### src/rtl/tbd_pkg.sv
package tbd_pkg;
  // Number of warps of a block that land on sub-partition sp when dealing
  // starts at sub-partition ptr.
  function automatic int unsigned rr_share(input int unsigned sp, input int unsigned ptr,
                                           input int unsigned warps, input int unsigned nsp);
    int unsigned off;
    off = (sp + nsp - ptr) % nsp;
    return warps / nsp + ((off < warps % nsp) ? 32'd1 : 32'd0);
  endfunction
endpackage

### src/rtl/tbd_slot_pick.sv
module tbd_slot_pick #(
  parameter int SLOTS = 8,
  parameter int NW    = 6
) (
  input  logic [SLOTS-1:0] free_mask,
  input  logic [NW-1:0]    need,
  output logic [SLOTS-1:0] grant
);
  int unsigned taken;

  always_comb begin
    taken = 0;
    grant = '0;
    for (int i = 0; i < SLOTS; i++) begin
      if (free_mask[i] && (taken < 32'(need))) begin
        grant[i] = 1'b1;
        taken    = taken + 1;
      end
    end
  end
endmodule

### src/rtl/tbd_sp_fit.sv
module tbd_sp_fit #(
  parameter int SLOTS = 8,
  parameter int NW    = 6,
  parameter int RW    = 15
) (
  input  logic [SLOTS-1:0]   free_mask,
  input  logic [NW-1:0]      need,
  input  logic [RW-1:0]      regs_free,
  input  logic [RW-1:0]      regs_per_warp,
  output logic               fit,
  output logic [RW+NW-1:0]   cost,
  output logic [SLOTS-1:0]   grant
);
  localparam int CW = RW + NW;

  assign cost = CW'(need) * CW'(regs_per_warp);
  assign fit  = (32'($countones(free_mask)) >= 32'(need)) && (cost <= CW'(regs_free));

  tbd_slot_pick #(.SLOTS(SLOTS), .NW(NW)) u_pick (
    .free_mask (free_mask),
    .need      (need),
    .grant     (grant)
  );
endmodule

### src/rtl/tbd_rel_pick.sv
module tbd_rel_pick #(
  parameter int N  = 32,
  parameter int IW = 5
) (
  input  logic [N-1:0]  rdy,
  output logic          vld,
  output logic [IW-1:0] idx
);
  always_comb begin
    vld = |rdy;
    idx = '0;
    for (int i = N - 1; i >= 0; i--) begin
      if (rdy[i]) idx = IW'(i);
    end
  end
endmodule

### src/rtl/tbd_alloc.sv
module tbd_alloc #(
  parameter int NUM_SP     = 4,
  parameter int SLOTS      = 8,
  parameter int SMEM_UNITS = 256,
  parameter int REGS_SP    = 16384,
  parameter int NBAR       = 16,
  parameter int NBLK       = 16,
  parameter int PW         = 4,
  localparam int NSLOT = NUM_SP * SLOTS,
  localparam int SPW   = $clog2(NUM_SP),
  localparam int SLW   = $clog2(SLOTS),
  localparam int IW    = $clog2(NSLOT),
  localparam int BW    = $clog2(NBLK),
  localparam int WW    = $clog2(NSLOT + 1),
  localparam int SMW   = $clog2(SMEM_UNITS + 1),
  localparam int RW    = $clog2(REGS_SP + 1),
  localparam int BRW   = $clog2(NBAR + 1)
) (
  input  logic              clk,
  input  logic              rst_n,
  input  logic              req_valid,
  output logic              req_ready,
  input  logic [BW-1:0]     req_blk,
  input  logic [SMW-1:0]    req_smem,
  input  logic [WW-1:0]     req_warps,
  input  logic [RW-1:0]     req_regs,
  input  logic [BRW-1:0]    req_bar,
  input  logic              wf_valid,
  input  logic [BW-1:0]     wf_blk,
  input  logic [SPW-1:0]    wf_sp,
  input  logic [SLW-1:0]    wf_slot,
  input  logic [NSLOT*PW-1:0] pend_cnt,
  output logic              done_valid,
  output logic [BW-1:0]     done_blk
);
  // Architectural state
  logic [NSLOT-1:0] slot_busy, slot_busy_n, slot_fin, slot_fin_n;
  logic [BW-1:0]    slot_owner [NSLOT];
  logic [BW-1:0]    slot_owner_n [NSLOT];
  logic [RW-1:0]    sp_regs [NUM_SP];
  logic [RW-1:0]    sp_regs_n [NUM_SP];
  logic [SMW-1:0]   smem_free, smem_free_n;
  logic [BRW-1:0]   bar_free, bar_free_n;
  logic [NBLK-1:0]  blk_busy, blk_busy_n;
  logic [WW-1:0]    blk_left [NBLK];
  logic [WW-1:0]    blk_left_n [NBLK];
  logic [SMW-1:0]   blk_smem [NBLK];
  logic [SMW-1:0]   blk_smem_n [NBLK];
  logic [BRW-1:0]   blk_bar [NBLK];
  logic [BRW-1:0]   blk_bar_n [NBLK];
  logic [RW-1:0]    blk_rpw [NBLK];
  logic [RW-1:0]    blk_rpw_n [NBLK];
  logic [SPW-1:0]   rr_ptr, rr_ptr_n;
  logic             done_valid_n;
  logic [BW-1:0]    done_blk_n;

  // Release path
  logic [NSLOT-1:0] rel_rdy, rel_oh;
  logic             rel_vld, rel_last;
  logic [IW-1:0]    rel_idx;
  logic [SPW-1:0]   rel_sp;
  logic [BW-1:0]    rel_own;

  // Admission path
  logic [NSLOT-1:0] free_eff, grant_all;
  logic [WW-1:0]    need [NUM_SP];
  logic [RW-1:0]    regs_eff [NUM_SP];
  logic [RW+WW-1:0] sp_cost [NUM_SP];
  logic [NUM_SP-1:0] sp_fit;
  logic [SMW-1:0]   smem_eff;
  logic [BRW-1:0]   bar_eff;
  logic             blk_avail, accept, state_en;
  logic [IW-1:0]    wf_idx;

  for (genvar i = 0; i < NSLOT; i++) begin : g_rdy
    assign rel_rdy[i] = slot_busy[i] & slot_fin[i] & (pend_cnt[i*PW +: PW] == '0);
  end

  tbd_rel_pick #(.N(NSLOT), .IW(IW)) u_rel (.rdy(rel_rdy), .vld(rel_vld), .idx(rel_idx));

  assign rel_oh   = rel_vld ? (NSLOT'(1) << rel_idx) : '0;
  assign rel_sp   = SPW'(32'(rel_idx) / SLOTS);
  assign rel_own  = slot_owner[rel_idx];
  assign rel_last = rel_vld && (blk_left[rel_own] == WW'(1));
  assign free_eff = ~slot_busy | rel_oh;
  assign smem_eff = smem_free + (rel_last ? blk_smem[rel_own] : '0);
  assign bar_eff  = bar_free + (rel_last ? blk_bar[rel_own] : '0);
  assign blk_avail = !blk_busy[req_blk] || (rel_last && (rel_own == req_blk));

  for (genvar s = 0; s < NUM_SP; s++) begin : g_sp
    assign need[s] = WW'(tbd_pkg::rr_share(s, 32'(rr_ptr), 32'(req_warps), NUM_SP));
    assign regs_eff[s] = sp_regs[s] +
                         ((rel_vld && (rel_sp == SPW'(s))) ? blk_rpw[rel_own] : '0);
    tbd_sp_fit #(.SLOTS(SLOTS), .NW(WW), .RW(RW)) u_fit (
      .free_mask     (free_eff[s*SLOTS +: SLOTS]),
      .need          (need[s]),
      .regs_free     (regs_eff[s]),
      .regs_per_warp (req_regs),
      .fit           (sp_fit[s]),
      .cost          (sp_cost[s]),
      .grant         (grant_all[s*SLOTS +: SLOTS])
    );
  end

  assign req_ready = (&sp_fit) && blk_avail && (req_warps != '0) &&
                     (smem_eff >= req_smem) && (bar_eff >= req_bar);
  assign accept    = req_valid && req_ready;
  assign wf_idx    = IW'(32'(wf_sp) * SLOTS + 32'(wf_slot));
  assign state_en  = rel_vld || wf_valid || accept;

  // Next state: release first, then finish marking, then admission.
  always_comb begin
    slot_busy_n  = slot_busy;
    slot_fin_n   = slot_fin;
    slot_owner_n = slot_owner;
    sp_regs_n    = sp_regs;
    smem_free_n  = smem_free;
    bar_free_n   = bar_free;
    blk_busy_n   = blk_busy;
    blk_left_n   = blk_left;
    blk_smem_n   = blk_smem;
    blk_bar_n    = blk_bar;
    blk_rpw_n    = blk_rpw;
    rr_ptr_n     = rr_ptr;
    done_valid_n = 1'b0;
    done_blk_n   = done_blk;

    if (rel_vld) begin
      slot_busy_n[rel_idx] = 1'b0;
      slot_fin_n[rel_idx]  = 1'b0;
      sp_regs_n[rel_sp]    = sp_regs[rel_sp] + blk_rpw[rel_own];
      blk_left_n[rel_own]  = blk_left[rel_own] - WW'(1);
      if (rel_last) begin
        blk_busy_n[rel_own] = 1'b0;
        smem_free_n  = smem_eff;
        bar_free_n   = bar_eff;
        done_valid_n = 1'b1;
        done_blk_n   = rel_own;
      end
    end

    if (wf_valid && slot_busy[wf_idx] && !rel_oh[wf_idx] && (slot_owner[wf_idx] == wf_blk))
      slot_fin_n[wf_idx] = 1'b1;

    if (accept) begin
      smem_free_n         = smem_free_n - req_smem;
      bar_free_n          = bar_free_n - req_bar;
      blk_busy_n[req_blk] = 1'b1;
      blk_left_n[req_blk] = req_warps;
      blk_smem_n[req_blk] = req_smem;
      blk_bar_n[req_blk]  = req_bar;
      blk_rpw_n[req_blk]  = req_regs;
      rr_ptr_n = SPW'((32'(rr_ptr) + 32'(req_warps)) % NUM_SP);
      for (int s = 0; s < NUM_SP; s++) sp_regs_n[s] = sp_regs_n[s] - RW'(sp_cost[s]);
      for (int i = 0; i < NSLOT; i++) begin
        if (grant_all[i]) begin
          slot_busy_n[i]  = 1'b1;
          slot_fin_n[i]   = 1'b0;
          slot_owner_n[i] = req_blk;
        end
      end
    end
  end

  always_ff @(posedge clk or negedge rst_n) begin
    if (!rst_n) begin
      slot_busy  <= '0;
      slot_fin   <= '0;
      smem_free  <= SMW'(SMEM_UNITS);
      bar_free   <= BRW'(NBAR);
      blk_busy   <= '0;
      rr_ptr     <= '0;
      done_valid <= 1'b0;
      done_blk   <= '0;
      for (int i = 0; i < NSLOT; i++) slot_owner[i] <= '0;
      for (int s = 0; s < NUM_SP; s++) sp_regs[s] <= RW'(REGS_SP);
      for (int b = 0; b < NBLK; b++) begin
        blk_left[b] <= '0;
        blk_smem[b] <= '0;
        blk_bar[b]  <= '0;
        blk_rpw[b]  <= '0;
      end
    end else begin
      done_valid <= done_valid_n;
      done_blk   <= done_blk_n;
      if (state_en) begin
        slot_busy  <= slot_busy_n;
        slot_fin   <= slot_fin_n;
        slot_owner <= slot_owner_n;
        sp_regs    <= sp_regs_n;
        smem_free  <= smem_free_n;
        bar_free   <= bar_free_n;
        blk_busy   <= blk_busy_n;
        blk_left   <= blk_left_n;
        blk_smem   <= blk_smem_n;
        blk_bar    <= blk_bar_n;
        blk_rpw    <= blk_rpw_n;
        rr_ptr     <= rr_ptr_n;
      end
    end
  end
endmodule

### config.mk
export PLATFORM = sky130hd
export DESIGN_NAME = tbd_alloc
export DESIGN_NICKNAME = d
export VERILOG_FILES = /design/src/rtl/tbd_pkg.sv /design/src/rtl/tbd_slot_pick.sv /design/src/rtl/tbd_sp_fit.sv /design/src/rtl/tbd_rel_pick.sv /design/src/rtl/tbd_alloc.sv
export SDC_FILE = /design/constraint.sdc
export NUM_CORES = 2
export LEC_CHECK = 0
export BUFFER_PORTS_ARGS = -buffer_cell sky130_fd_sc_hd__buf_2
export CAP_MARGIN = 20
export CELL_PAD_IN_SITES_DETAIL_PLACEMENT = 0
export CELL_PAD_IN_SITES_GLOBAL_PLACEMENT = 1
export CORE_ASPECT_RATIO = 1.1
export CORE_MARGIN = 4
export CORE_UTILIZATION = 51
export CTS_BUF_LIST = sky130_fd_sc_hd__clkbuf_8
export DETAILED_ROUTE_END_ITERATION = 7
export GPL_TIMING_DRIVEN = 1
export PLACE_DENSITY = 0.88
export SETUP_SLACK_MARGIN = 0.3
export SYNTH_ARGS = -nofsm -noshare
export SYNTH_HDL_FRONTEND = slang
export SYNTH_HIERARCHICAL = 1
export SYNTH_SLANG_ARGS = --single-unit
### constraint.sdc
create_clock -name clk -period 13.65 [get_ports clk]
set_clock_uncertainty 0.15 [all_clocks]
set_input_delay 1.365 -clock clk [delete_from_list [all_inputs] [get_ports clk]]
set_output_delay 1.365 -clock clk [all_outputs]
set_load 0.02 [all_outputs]
* After elaboration in Yosys (flattened, before gate mapping)
Index checks and enable logic that the tools add are counted.
Cells by class: $add $sub $neg 76, multipliers 4, $lt $le $gt $ge 62, equality and inequality tests 6, shift operators 1, mux-type cells 240, bitwise logic cells 78, reductions and logical operators 132
Operators by type and width (count):
- $mux 32 | 30
- $lt 32x5->1 | 28
- $add 32x1->32 const B | 24
- $add 32x32->32 | 12
- $bwmux 240 | 1
- $mux 5 | 39
- $bwmux 96 | 2
- $mux 96 | 2
- $mux 15 | 10
- $bwmux 144 | 1
- $ge 32x5->1 | 4
- $logic_not 4->1 | 32
- $mux 60 | 2
- $mux 1 | 113
- $reduce_and 3->1 | 32
- $le 21x15->1 | 4
- $bwmux 80 | 1
- $mul 5x15->20 | 4
- $add 15x15->15 | 5
- $and 1x1->1 | 64
- $and 32x32->32 | 2
- $not 32->32 | 2
- $or 32x32->32 | 2
- $mux 9 | 7
- other kinds (63) | 176
Word-level totals: register bits 849, output and inout port bits 6, word-level logic and storage cells 707

* Logic depth before layout (Yosys ltp)
word-level depth 62, mapped depth 62

* Cells and area by module
Netlist, hierarchy kept.
Modules (own cells, without submodules):
- tbd_alloc | instances 1, cells each 5708, area each 49648.9 um2, sequential area each 21252.9 um2
- tbd_sp_fit at g_sp[0].u_fit ... | instances 3, cells each 432, area each 3529.6 um2, sequential area each 0.0 um2
- tbd_slot_pick | instances 4, cells each 182, area each 1407.6 um2, sequential area each 0.0 um2
- tbd_sp_fit at g_sp[3].u_fit | instances 1, cells each 409, area each 3468.3 um2, sequential area each 0.0 um2
- tbd_rel_pick | instances 1, cells each 65, area each 385.4 um2, sequential area each 0.0 um2

* Worst setup path after synthesis
No wires, ideal clock.
path type in2reg, from input port pend_cnt[17], to register slot_owner[32] in the netlist's numbering, setup time 0.125 ns, data arrival time 12.984 ns, required time 13.375 ns, path slack 0.391 ns, stages 57, buffers on the path 5, path through nor4_1 and3_1 nor2_1 o31ai_1 or4_1 nor3_2 a21o_1 buf_4 buf_4 buf_6 buf_4 nor3b_1 nand2_1 nand2_1 nor2_1 o31ai_1 inv_1 ha_1 [... 21 more ...] o211a_1 o21ai_0 nand2b_1 nor3b_1 mux2i_1 and3_1 buf_6 nand2_1 xnor2_1 ha_1 a21o_1 a21oi_1 nor2b_1 o21ai_0 nand3b_1 a31oi_1 nand2_4 mux2_4
Between the ends: longest elaborated chain between the ends 34
RTL lines:
- from (decl) | line tbd_alloc.sv:32 | input logic [NSLOT*PW-1:0] pend_cnt,
- $logic_not 4->1 * | line tbd_alloc.sv:76 | assign rel_rdy[i] = slot_busy[i] & slot_fin[i] & (pend_cnt[i*PW +: PW] == '0);
- $and 1x1->1 * | line tbd_alloc.sv:76
- named net rel_rdy[4] | line tbd_alloc.sv:58 | logic [NSLOT-1:0] rel_rdy, rel_oh;
- $mux 5 * (5 in series) | line tbd_rel_pick.sv:13 | if (rdy[i]) idx = IW'(i);
- named net rel_idx[1] | line tbd_alloc.sv:60 | logic [IW-1:0] rel_idx;
- $shl 1x5->32 * | line tbd_alloc.sv:81 | assign rel_oh = rel_vld ? (NSLOT'(1) << rel_idx) : '0;
- $mux 32 * | line tbd_alloc.sv:81
- $or 32x32->32 * | line tbd_alloc.sv:85 | assign free_eff = ~slot_busy | rel_oh;
- named net free_eff[16] | line tbd_alloc.sv:65 | logic [NSLOT-1:0] free_eff, grant_all;
- [... 17 more ...]
- $lt 32x5->1 | line tbd_slot_pick.sv:15 | if (free_mask[i] && (taken < 32'(need))) begin
- $logic_and 1x1->1 | line tbd_slot_pick.sv:15
- $mux 32 * | line tbd_slot_pick.sv:15
- $lt 32x5->1 * | line tbd_slot_pick.sv:15
- $logic_and 1x1->1 * | line tbd_slot_pick.sv:15
- $mux 1 * | line tbd_slot_pick.sv:15
- named net grant_all[23] | line tbd_alloc.sv:65
- $reduce_and 3->1 (no line) *
- to (signal assigned) | line tbd_alloc.sv:189 | slot_owner <= slot_owner_n;
- to (decl) | line tbd_alloc.sv:38 | logic [BW-1:0] slot_owner [NSLOT];
The timed path passes the listed nets; every way through them passes the cells marked *. The select of a mux whose other input is x is not followed. A chain may end at the register's enable or synchronous reset.

==> impl_metrics.env <==
export IMPL_combPwrFrac=0.377
export IMPL_avgSynthCellArea_um2=8.500
export IMPL_hold_start="blk_rpw[155]"
export IMPL_p_sw_mw=2.940
export IMPL_finalInstanceArea_um2=77660
export IMPL_ys_warn_count=6
export IMPL_path_buf_inv=12
export IMPL_drt_initial_drc_count=4870
export IMPL_r2r_end="slot_owner[66]"
export IMPL_finalMaxSlewViolations=0
export IMPL_cts_root_buf="clkbuf_8"
export IMPL_row_count=142
export IMPL_slowest_stage="nor4b_1"
export IMPL_grt_pass1_wl_um=344800
export IMPL_drive_above_1_share=0.1404
export IMPL_critPathMaxFanout=37
export IMPL_netlist_area_um2=69690
export IMPL_cp_required_ns=12.14
export IMPL_path_delay_family="compound AO/OA/AOI/OAI gates"
export IMPL_vias=60260
export IMPL_clk_latency_ns=0.93
export IMPL_reg2reg_slack_ns=1.21
export IMPL_wire_per_inst_um=21.26
export IMPL_dpl_cell_area_um2=73680
export IMPL_gp_congestion=0.9623
export IMPL_h_tree_depth=4
export IMPL_syn_to_final_growth_pct=11.44
export IMPL_period_minus_slack_ns=13.04
export IMPL_max_stage_delay_ns=0.80
export IMPL_leakage_nw=38.94
export IMPL_wirelength_um=221100
export IMPL_total_power_mw=8.038
export IMPL_setup_violations_final=0
export IMPL_intPower_mw=5.099
export IMPL_postRouteAntennaNets=0
export IMPL_power_density_nw_per_um2=103.5
export IMPL_grt_pass1_vias=60070
export IMPL_fp_dieW_um=360.5
export IMPL_ir_worst_vdd_uv=87.94
export IMPL_core_area_um2=135900
export IMPL_seq_power_share=0.313
export IMPL_fin_tns_setup_ns=0
export IMPL_ios=186
export IMPL_nNetsFinal=9377
export IMPL_power_frac_clock=0.310
export IMPL_grt_max_degree=167
export IMPL_avgViaCountPerCell=5.796
export IMPL_synth_cells=8199
export IMPL_critPathLaunchType="primary input"
export IMPL_cts_tree="yes"
export IMPL_r2r_cells=53
export IMPL_holdPathEnd="blk_rpw[155]"
export IMPL_antenna_found_initial=19
export IMPL_grtUsageTotal=0.3046
export IMPL_die_height_um=395.7
export IMPL_route_detailed_drc=0
export IMPL_initial_core_util=0.5128
export IMPL_crit_type="in2out"
export IMPL_post_route_period_util=0.9552
export IMPL_cts_made_buffers=149
export IMPL_rsz0062_at_grt="yes"
export IMPL_slew_limit_headroom=0.2052
export IMPL_outcome="finished, final reports clean"
export IMPL_fillerInstances=12430
export IMPL_clk_pin_slew_ns=0.05
export IMPL_hold_class="reg2reg"
export IMPL_cts_num_sinks=849
export IMPL_worst_slew_pin_slew_ns=1.192
export IMPL_dp_hpwl_um=153600
export IMPL_max_cap_viol_count=0
export IMPL_crit_path_end_kind="output pin"
export IMPL_timing_hold_ws_ns=0.3144
export IMPL_crit_top_cell="buf_4"
export IMPL_first_pass_iters=6
export IMPL_grt_ovfl_total=0
export IMPL_clockBufferDepth=3
export IMPL_sw_frac_of_total=0.3657
export IMPL_cp_data_arrival_time_ns=11.52
export IMPL_ctsHoldBuffers=0
export IMPL_io_buffers=185
export IMPL_hold_viol=0
export IMPL_die_area_um2=142600
export IMPL_r2r_start="slot_busy[19]"
export IMPL_fmax_ghz=0.07669
export IMPL_hold_depth=2
-- per-stage QoR --
stage | setup WS (ns) | util | std cells
after global placement | -0.7900 | 0.5421 | 10080
after global routing | 0.1244 | 0.5713 | 10390
after detailed placement | -0.8666 | 0.5421 | 10080
after CTS | 0.2560 | 0.5679 | 10380
final | 0.6109 | 0.5714 | 10400
after floorplan | 0.3910 | - | 8266
-- worst max-delay path by stage --
stage | from | end | slack, ns | cells past startpoint
floorplan | pend_cnt[17] | slot_owner[32] | 0.39 | 57
CTS | pend_cnt[21] | slot_owner[32] | 0.26 | 58
finish | pend_cnt[65] | req_ready | 0.61 | 47
global route | pend_cnt[33] | req_ready | 0.12 | 50
detailed placement | pend_cnt[125] | req_ready | -0.87 | 49
global placement | pend_cnt[121] | req_ready | -0.79 | 49
-- metal layers --
metal  vias up  part of all wire  track usage
li1      28180                 -            -
met1     29370              0.41       0.3901
met2      2148              0.48       0.5161
met3       547             0.068      0.05050
met4        10             0.042       0.1203
met5         -           0.00032            0
-- power groups by stage --
stage	registers (mW)	clock network (mW)	logic, mW
6_report	2.52	2.49	3.03
5_1_grt	2.52	2.64	3.41
4_1_cts	2.52	2.52	2.97
3_5_place_dp	2.56	0	2.93
3_3_place_gp	2.56	0	2.86
2_1_floorplan	2.56	0	2.22
-- worst register-to-register path: cells and delay by family (launching register included) --
family	cells	cell delay, ns
and+or+nand+nor	17	2.92
AOI/OAI and AO/OA	18	4.20
adders and majority gates	7	2.07
muxes	5	1.61
DFF	1	0.39
xor gates and xnor gates	1	0.13
buffers and inverters	5	0.89
-- state kept, by name, indices dropped and copies added (netlist names), 4 cells and up --
register / cells
done_blk: 4
slot_busy: 32
slot_fin: 32
smem_free: 9
bar_free: 5
blk_smem: 144
blk_rpw: 240
slot_owner: 128
blk_left: 96
blk_bar: 80
blk_busy: 16
sp_regs: 60
-- placed cells by master, fill, tap and decap left out, types with 18 or more instances in the layout --
master,n
buf_2,183
o21ai_0,510
or2_2,18
o21a_1,31
mux2_2,130
buf_12,31
ha_1,481
mux4_2,60
nor4_1,36
o211ai_1,27
o31ai_1,42
nand4_1,62
a211oi_1,18
nor2b_1,45
and2_1,332
xnor2_1,152
dfrtp_1,843
nand2b_1,34
a22oi_1,78
fa_1,242
and3_1,71
a21o_1,106
nand2_1,1893
o21ai_1,38
nor2_1,307
clkbuf_8,186
a21oi_1,287
buf_4,256
mux2i_1,226
nand3_1,295
nor4_2,19
mux2_4,40
conb_1,72
a31oi_1,31
xor2_1,79
inv_1,715
nor3_1,56
mux2_1,65
o21bai_1,26
-- layout make-up --
class,count,area (um^2),area share
Clock inverter,82,549.3,0.007073
Antenna cell,8,20.02,0.0002578
Tap cell,1800,2252,0.02900
Multi-Input combinational cell,6321,44880,0.5779
Timing Repair Buffer,483,3642,0.04690
Clock buffer,186,2560,0.03296
Sequential cell,849,21250,0.2737
Inverter,668,2507,0.03229
-- what timing repair did --
| action | in CTS | in global routing |
|---|---|---|
| resized for setup | 37 | 96 |
| pin swaps | 14 | 38 |
| hold endpoints to repair | 0 | 0 |
| gates cloned | 4 | 2 |
| buffers inserted | 20 | 11 |
| endpoints found under the setup margin | 196 | 134 |
No activity file was read; power rests on OpenSTA's default activity.
